[src/rtl/gpio_pcpu_pkg.sv]
package gpio_pcpu_pkg;
  // register kind, taken from the address bits above the processor number
  typedef enum logic [1:0] {
    KIND_CAUSE = 2'd0,
    KIND_EMASK = 2'd1,
    KIND_LMASK = 2'd2,
    KIND_NONE  = 2'd3
  } reg_kind_e;
endpackage

[src/rtl/gpio_pcpu_slice.sv]
// One processor's cause latch, masks and grouped interrupt outputs.
module gpio_pcpu_slice #(
  parameter int NLINE = 32,
  parameter int GRP   = 8,
  localparam int NGRP = NLINE / GRP
) (
  input  logic             clk,
  input  logic             rst,
  input  logic             wr_cause,
  input  logic             wr_emask,
  input  logic             wr_lmask,
  input  logic [NLINE-1:0] wdata,
  input  logic [NLINE-1:0] edge_pulse,
  input  logic [NLINE-1:0] level_in,
  output logic [NLINE-1:0] cause_q,
  output logic [NLINE-1:0] emask_q,
  output logic [NLINE-1:0] lmask_q,
  output logic [NGRP-1:0]  irq_q
);
  logic [NLINE-1:0] keep;
  logic [NLINE-1:0] pend;

  // a cause write clears zero bits; a new pulse wins over a clear
  assign keep = wr_cause ? wdata : '1;

  always_ff @(posedge clk) begin
    if (rst) begin
      cause_q <= '0;
      emask_q <= '0;
      lmask_q <= '0;
    end else begin
      cause_q <= (cause_q & keep) | edge_pulse;
      if (wr_emask) emask_q <= wdata;
      if (wr_lmask) lmask_q <= wdata;
    end
  end

  assign pend = (level_in & lmask_q) | (cause_q & emask_q);

  genvar g;
  generate
    for (g = 0; g < NGRP; g++) begin : g_grp
      always_ff @(posedge clk) begin
        if (rst) irq_q[g] <= 1'b0;
        else     irq_q[g] <= |pend[g*GRP +: GRP];
      end
    end
  endgenerate


  edge_sets_cause_chk: assert property (@(posedge clk) disable iff (rst)
    (|edge_pulse) |=> ((cause_q & $past(edge_pulse)) == $past(edge_pulse)));


  cause_rise_only_by_pulse_chk: assert property (@(posedge clk) disable iff (rst)
    1'b1 |=> ((cause_q & ~$past(cause_q) & ~$past(edge_pulse)) == '0));


  masked_quiet_chk: assert property (@(posedge clk) disable iff (rst)
    (emask_q == '0 && lmask_q == '0) |=> (irq_q == '0));

endmodule

[src/rtl/gpio_pcpu_rdmux.sv]
// Registered read-back multiplexer for the per-processor window.
module gpio_pcpu_rdmux
  import gpio_pcpu_pkg::*;
#(
  parameter int NCPU  = 4,
  parameter int NLINE = 32,
  localparam int CPUW = (NCPU > 1) ? $clog2(NCPU) : 1
) (
  input  logic                       clk,
  input  logic                       rst,
  input  logic                       rd,
  input  reg_kind_e                  kind,
  input  logic [CPUW-1:0]            cpu,
  input  logic [NCPU-1:0][NLINE-1:0] cause,
  input  logic [NCPU-1:0][NLINE-1:0] emask,
  input  logic [NCPU-1:0][NLINE-1:0] lmask,
  output logic [NLINE-1:0]           rdata
);
  logic [NLINE-1:0] sel;

  always_comb begin
    unique case (kind)
      KIND_CAUSE: sel = cause[cpu];
      KIND_EMASK: sel = emask[cpu];
      KIND_LMASK: sel = lmask[cpu];
      default:    sel = '0;
    endcase
  end

  always_ff @(posedge clk) begin
    if (rst)     rdata <= '0;
    else if (rd) rdata <= sel;
  end


  unmapped_reads_zero_chk: assert property (@(posedge clk) disable iff (rst)
    (rd && kind == KIND_NONE) |=> (rdata == '0));

endmodule

[src/rtl/gpio_pcpu_irq_router.sv]
// Per-processor GPIO interrupt routing: window decode, slices, read-back.
module gpio_pcpu_irq_router
  import gpio_pcpu_pkg::*;
#(
  parameter int NCPU  = 4,
  parameter int NLINE = 32,
  parameter int GRP   = 8,
  localparam int NGRP = NLINE / GRP,
  localparam int CPUW = (NCPU > 1) ? $clog2(NCPU) : 1,
  localparam int AW   = CPUW + 4
) (
  input  logic                 clk,
  input  logic                 rst,
  input  logic [AW-1:0]        reg_addr,
  input  logic                 reg_wr,
  input  logic [NLINE-1:0]     reg_wdata,
  input  logic                 reg_rd,
  output logic [NLINE-1:0]     reg_rdata,
  input  logic [NLINE-1:0]     level_in,
  input  logic [NLINE-1:0]     edge_pulse,
  output logic [NCPU*NGRP-1:0] irq
);
  reg_kind_e       kind;
  logic [CPUW-1:0] cpu;

  // byte stride of four per processor, one 4*NCPU-byte block per kind
  assign kind = reg_kind_e'(reg_addr[AW-1 -: 2]);
  assign cpu  = reg_addr[2 +: CPUW];

  logic [NCPU-1:0][NLINE-1:0] cause_all;
  logic [NCPU-1:0][NLINE-1:0] emask_all;
  logic [NCPU-1:0][NLINE-1:0] lmask_all;

  genvar c;
  generate
    for (c = 0; c < NCPU; c++) begin : g_cpu
      logic hit;
      assign hit = reg_wr && (cpu == CPUW'(c));

      gpio_pcpu_slice #(.NLINE(NLINE), .GRP(GRP)) u_slice (
        .clk        (clk),
        .rst        (rst),
        .wr_cause   (hit && kind == KIND_CAUSE),
        .wr_emask   (hit && kind == KIND_EMASK),
        .wr_lmask   (hit && kind == KIND_LMASK),
        .wdata      (reg_wdata),
        .edge_pulse (edge_pulse),
        .level_in   (level_in),
        .cause_q    (cause_all[c]),
        .emask_q    (emask_all[c]),
        .lmask_q    (lmask_all[c]),
        .irq_q      (irq[c*NGRP +: NGRP])
      );
    end
  endgenerate

  gpio_pcpu_rdmux #(.NCPU(NCPU), .NLINE(NLINE)) u_rdmux (
    .clk   (clk),
    .rst   (rst),
    .rd    (reg_rd),
    .kind  (kind),
    .cpu   (cpu),
    .cause (cause_all),
    .emask (emask_all),
    .lmask (lmask_all),
    .rdata (reg_rdata)
  );


  reset_clears_irq_chk: assert property (@(posedge clk)
    rst |=> (irq == '0 && reg_rdata == '0));


  masks_hold_without_write_chk: assert property (@(posedge clk) disable iff (rst)
    !reg_wr |=> ($stable(emask_all) && $stable(lmask_all)));

endmodule

[config.mk]
export PLATFORM = sky130hd
export DESIGN_NAME = gpio_pcpu_irq_router
export DESIGN_NICKNAME = d
export VERILOG_FILES = /design/src/rtl/gpio_pcpu_pkg.sv /design/src/rtl/gpio_pcpu_slice.sv /design/src/rtl/gpio_pcpu_rdmux.sv /design/src/rtl/gpio_pcpu_irq_router.sv
export SDC_FILE = /design/constraint.sdc
export NUM_CORES = 1
export LEC_CHECK = 0
export ABC_AREA = 1
export BUFFER_PORTS_ARGS = -buffer_cell sky130_fd_sc_hd__buf_4
export CORE_UTILIZATION = 33
export DETAILED_ROUTE_END_ITERATION = 8
export HOLD_SLACK_MARGIN = 0.12
export PLACE_DENSITY = 0.55
export SYNTH_ARGS = -nofsm -noshare
export SYNTH_HDL_FRONTEND = slang
export SYNTH_HIERARCHICAL = 1
export SYNTH_SLANG_ARGS = --single-unit
export TNS_END_PERCENT = 10
[constraint.sdc]
create_clock -name clk -period 1.3 [get_ports clk]
set_input_delay 0.26 -clock clk [delete_from_list [all_inputs] [get_ports clk]]
set_output_delay 0.26 -clock clk [all_outputs]
set_load 0.01 [all_outputs]
==> flow_summary.yaml <==
finish:
  syn_to_final_growth_pct: 24.2
  layout.cells.non_filler: 4848
  mostFrequentLayoutCell: "nand2_1"
  final_layout_size_suffix_gt1_share_pct: 24.2
  n_antenna_cell: 0
  fin_area_um2: 29700
  nets: 3969
  final_cell_mix: "1332 x nand2_1, 518 x inv_1, 386 x dfxtp_1"
grt:
  grt_pass1_wl_mm: 131
  grt.total_usage_pct: 22.9
  grt_max_degree: 69
  antenna_found_initial: 4
  grt_pass1_vias: 21700
  grt_overflow_total: 0
worst_setup_path:
  crit_cells: 1
  arrival_ps: 1090
  rr_worst_depth: 6
  slowest_stage: "dfxtp_4"
  critical_path.cell_chain: "buf_6"
  cpPeakStageDelay_ps: 360
  cp-end-kind: "output port"
  crit_path_start_kind: "flip-flop"
  crit_buf_inv: 1
  critPathKind: "reg2out"
  path_max_fanout: 2
  crit_family: "flip-flops"
  cp_data_required_time_ps: 1040
clock_network:
  htree_levels: 2
  cts_made_buffers: 51
  cts.path.max_buffers: 3
  cts_tree: "done"
  clock_sinks: 432
  root_buffer: "clkbuf_16"
  clk_pin_slew_worst_paths_ps: 60
  clkLatencyLatePin_ps: 610
timing:
  clock_skew_ps: 23.1
  hold_violations: 0
  finalWorstPathRequiredPeriod_ps: 1350
  fmax_ghz: 0.742
  worst_slack_ps: -48.2
  grt_setup_unrepaired: "true"
  min_period_over_period_pct: 104
  fin_setup_tns_ps: -280
  setup_viol: 16
  slew_violations: 0
  worstMarginPinSlew_ps: 443
  relSlewSlack_pct: 70.4
detailed_routing:
  routedWlPerCell_um: 17.6
  first_iter_violations: 1441
  viasPerCell: 4.64
  drt_drc_violations_left: 0
  drtAntennaViolNets: 0
  num_vias: 22500
  drt_wl_total_mm: 85.1
  first_pass_iters: 5
hold_path:
  hold_depth: 7
  holdCritPathClass: "in2reg"
flow_run:
  drv_cap: 0
placed_design:
  dpl_cell_area_um2: 27100
  pre_cts_ws_ps: -276
  io_buffers: 151
  place_hpwl_mm: 58.7
  gp_congestion: 0.870
  dp.cells: 4688
power:
  ir_worst_vdd_mv: 0.828
  p_leak_nw: 12.9
  power_density_nw_per_um2: 1100
  totalPowerFinal_w: 0.0326
floorplanning:
  die_y_um: 271
  coreArea_um2: 71600
  initial_core_util_pct: 33.4
  ios: 154
  row_count: 98
  die-area_um2: 73600
  die_w_um: 271
run_status:
  status: "finished, violations left"
  violations: "negative setup slack"
yosys:
  synth.net_count: 3720
  yosysSeqAreaShare_pct: 36.1
  synth_cell_types: 18
  ys_ff_latch: 432
  synth-warning-count: 6
  synthesis.area_um2: 23900
  syn_avg_cell_area_um2: 6.62
  syn_inst: 3614
[state kept, by name, indices dropped and copies added (netlist names)]
name                   cells
u_rdmux/rdata             32
g_cpu.u_slice/lmask_q    128
g_cpu.u_slice/irq_q       16
g_cpu.u_slice/cause_q    128
g_cpu.u_slice/emask_q    128
[final timing paths]
path	from	endpoint	slack (ps)
max	u_rdmux/rdata[10]	reg_rdata[10]	-50
min	level_in[24]	g_cpu[2].u_slice/irq_q[3]	140
max reg2reg	g_cpu[1].u_slice/lmask_q[30]	g_cpu[1].u_slice/irq_q[3]	170
min reg2reg	u_rdmux/rdata[6]	u_rdmux/rdata[6]	470
[per-stage QoR]
stage	utilization, %	hold slack [ps]
after floorplan	-	329
after CTS	41.5	122
after global placement	37.9	459
final	41.5	135
after detailed placement	37.9	459
after global routing	41.5	150
[repair_timing]
item                                    4_1_cts  5_1_grt
resized for setup                            87        9
pin swaps                                     0        0
hold buffers                                 71        0
hold endpoints to repair                    391        0
setup buffers                                 1        0
endpoints found under the setup margin       47       48
[power breakdown]
part	internal, W	switching, W	total, W
Combinational	0.00170	0.00252	0.00422
Clock	0.00845	0.00587	0.0143
Sequential	0.0137	0.000378	0.0141
[area by class of cell]
class / instances / area (µm²)
fill: 7573 / 41900
multi-input combinational: 2455 / 11800
sequential: 432 / 8720
timing repair buffer: 390 / 4350
inverter: 533 / 2070
clock buffer: 75 / 1490
tap: 950 / 1190
clock inverter: 13 / 143
[cells in the mapped netlist]
master / number / area [µm²]
clkbuf_1: 24 / 90.1
buf_12: 24 / 480
nand2_1: 1332 / 5000
nand3_1: 227 / 1140
nor2_1: 112 / 420
a21oi_1: 176 / 881
buf_1: 2 / 7.51
a21oi_2: 240 / 2100
o21ai_1: 92 / 460
inv_2: 6 / 22.5
buf_6: 32 / 360
inv_8: 8 / 90.1
dfxtp_1: 432 / 8650
buf_4: 18 / 135
nand2_2: 240 / 1500
inv_1: 519 / 1950
buf_2: 94 / 470
o21ai_0: 36 / 180
[layer usage]
| metal | global-route usage (%) | vias to the layer above | part of all wire, % |
|---|---|---|---|
| met4 | 5.46 | 6 | 2.1 |
| met1 | 30.9 | 10400 | 46 |
| met3 | 3.03 | 115 | 4.9 |
| met2 | 38.3 | 548 | 47 |
| li1 | - | 11500 | - |
| met5 | 0 | - | 0.042 |
[cell families after synthesis]
logic type / after synthesis / share of synthesized area, %
AND/OR/NAND/NOR: 1911 / 33.7
AO/OA/AOI/OAI: 544 / 15.1
flip-flops: 432 / 36.1
buffers and inverters: 727 / 15.1
(Power assumes the default switching activity.)
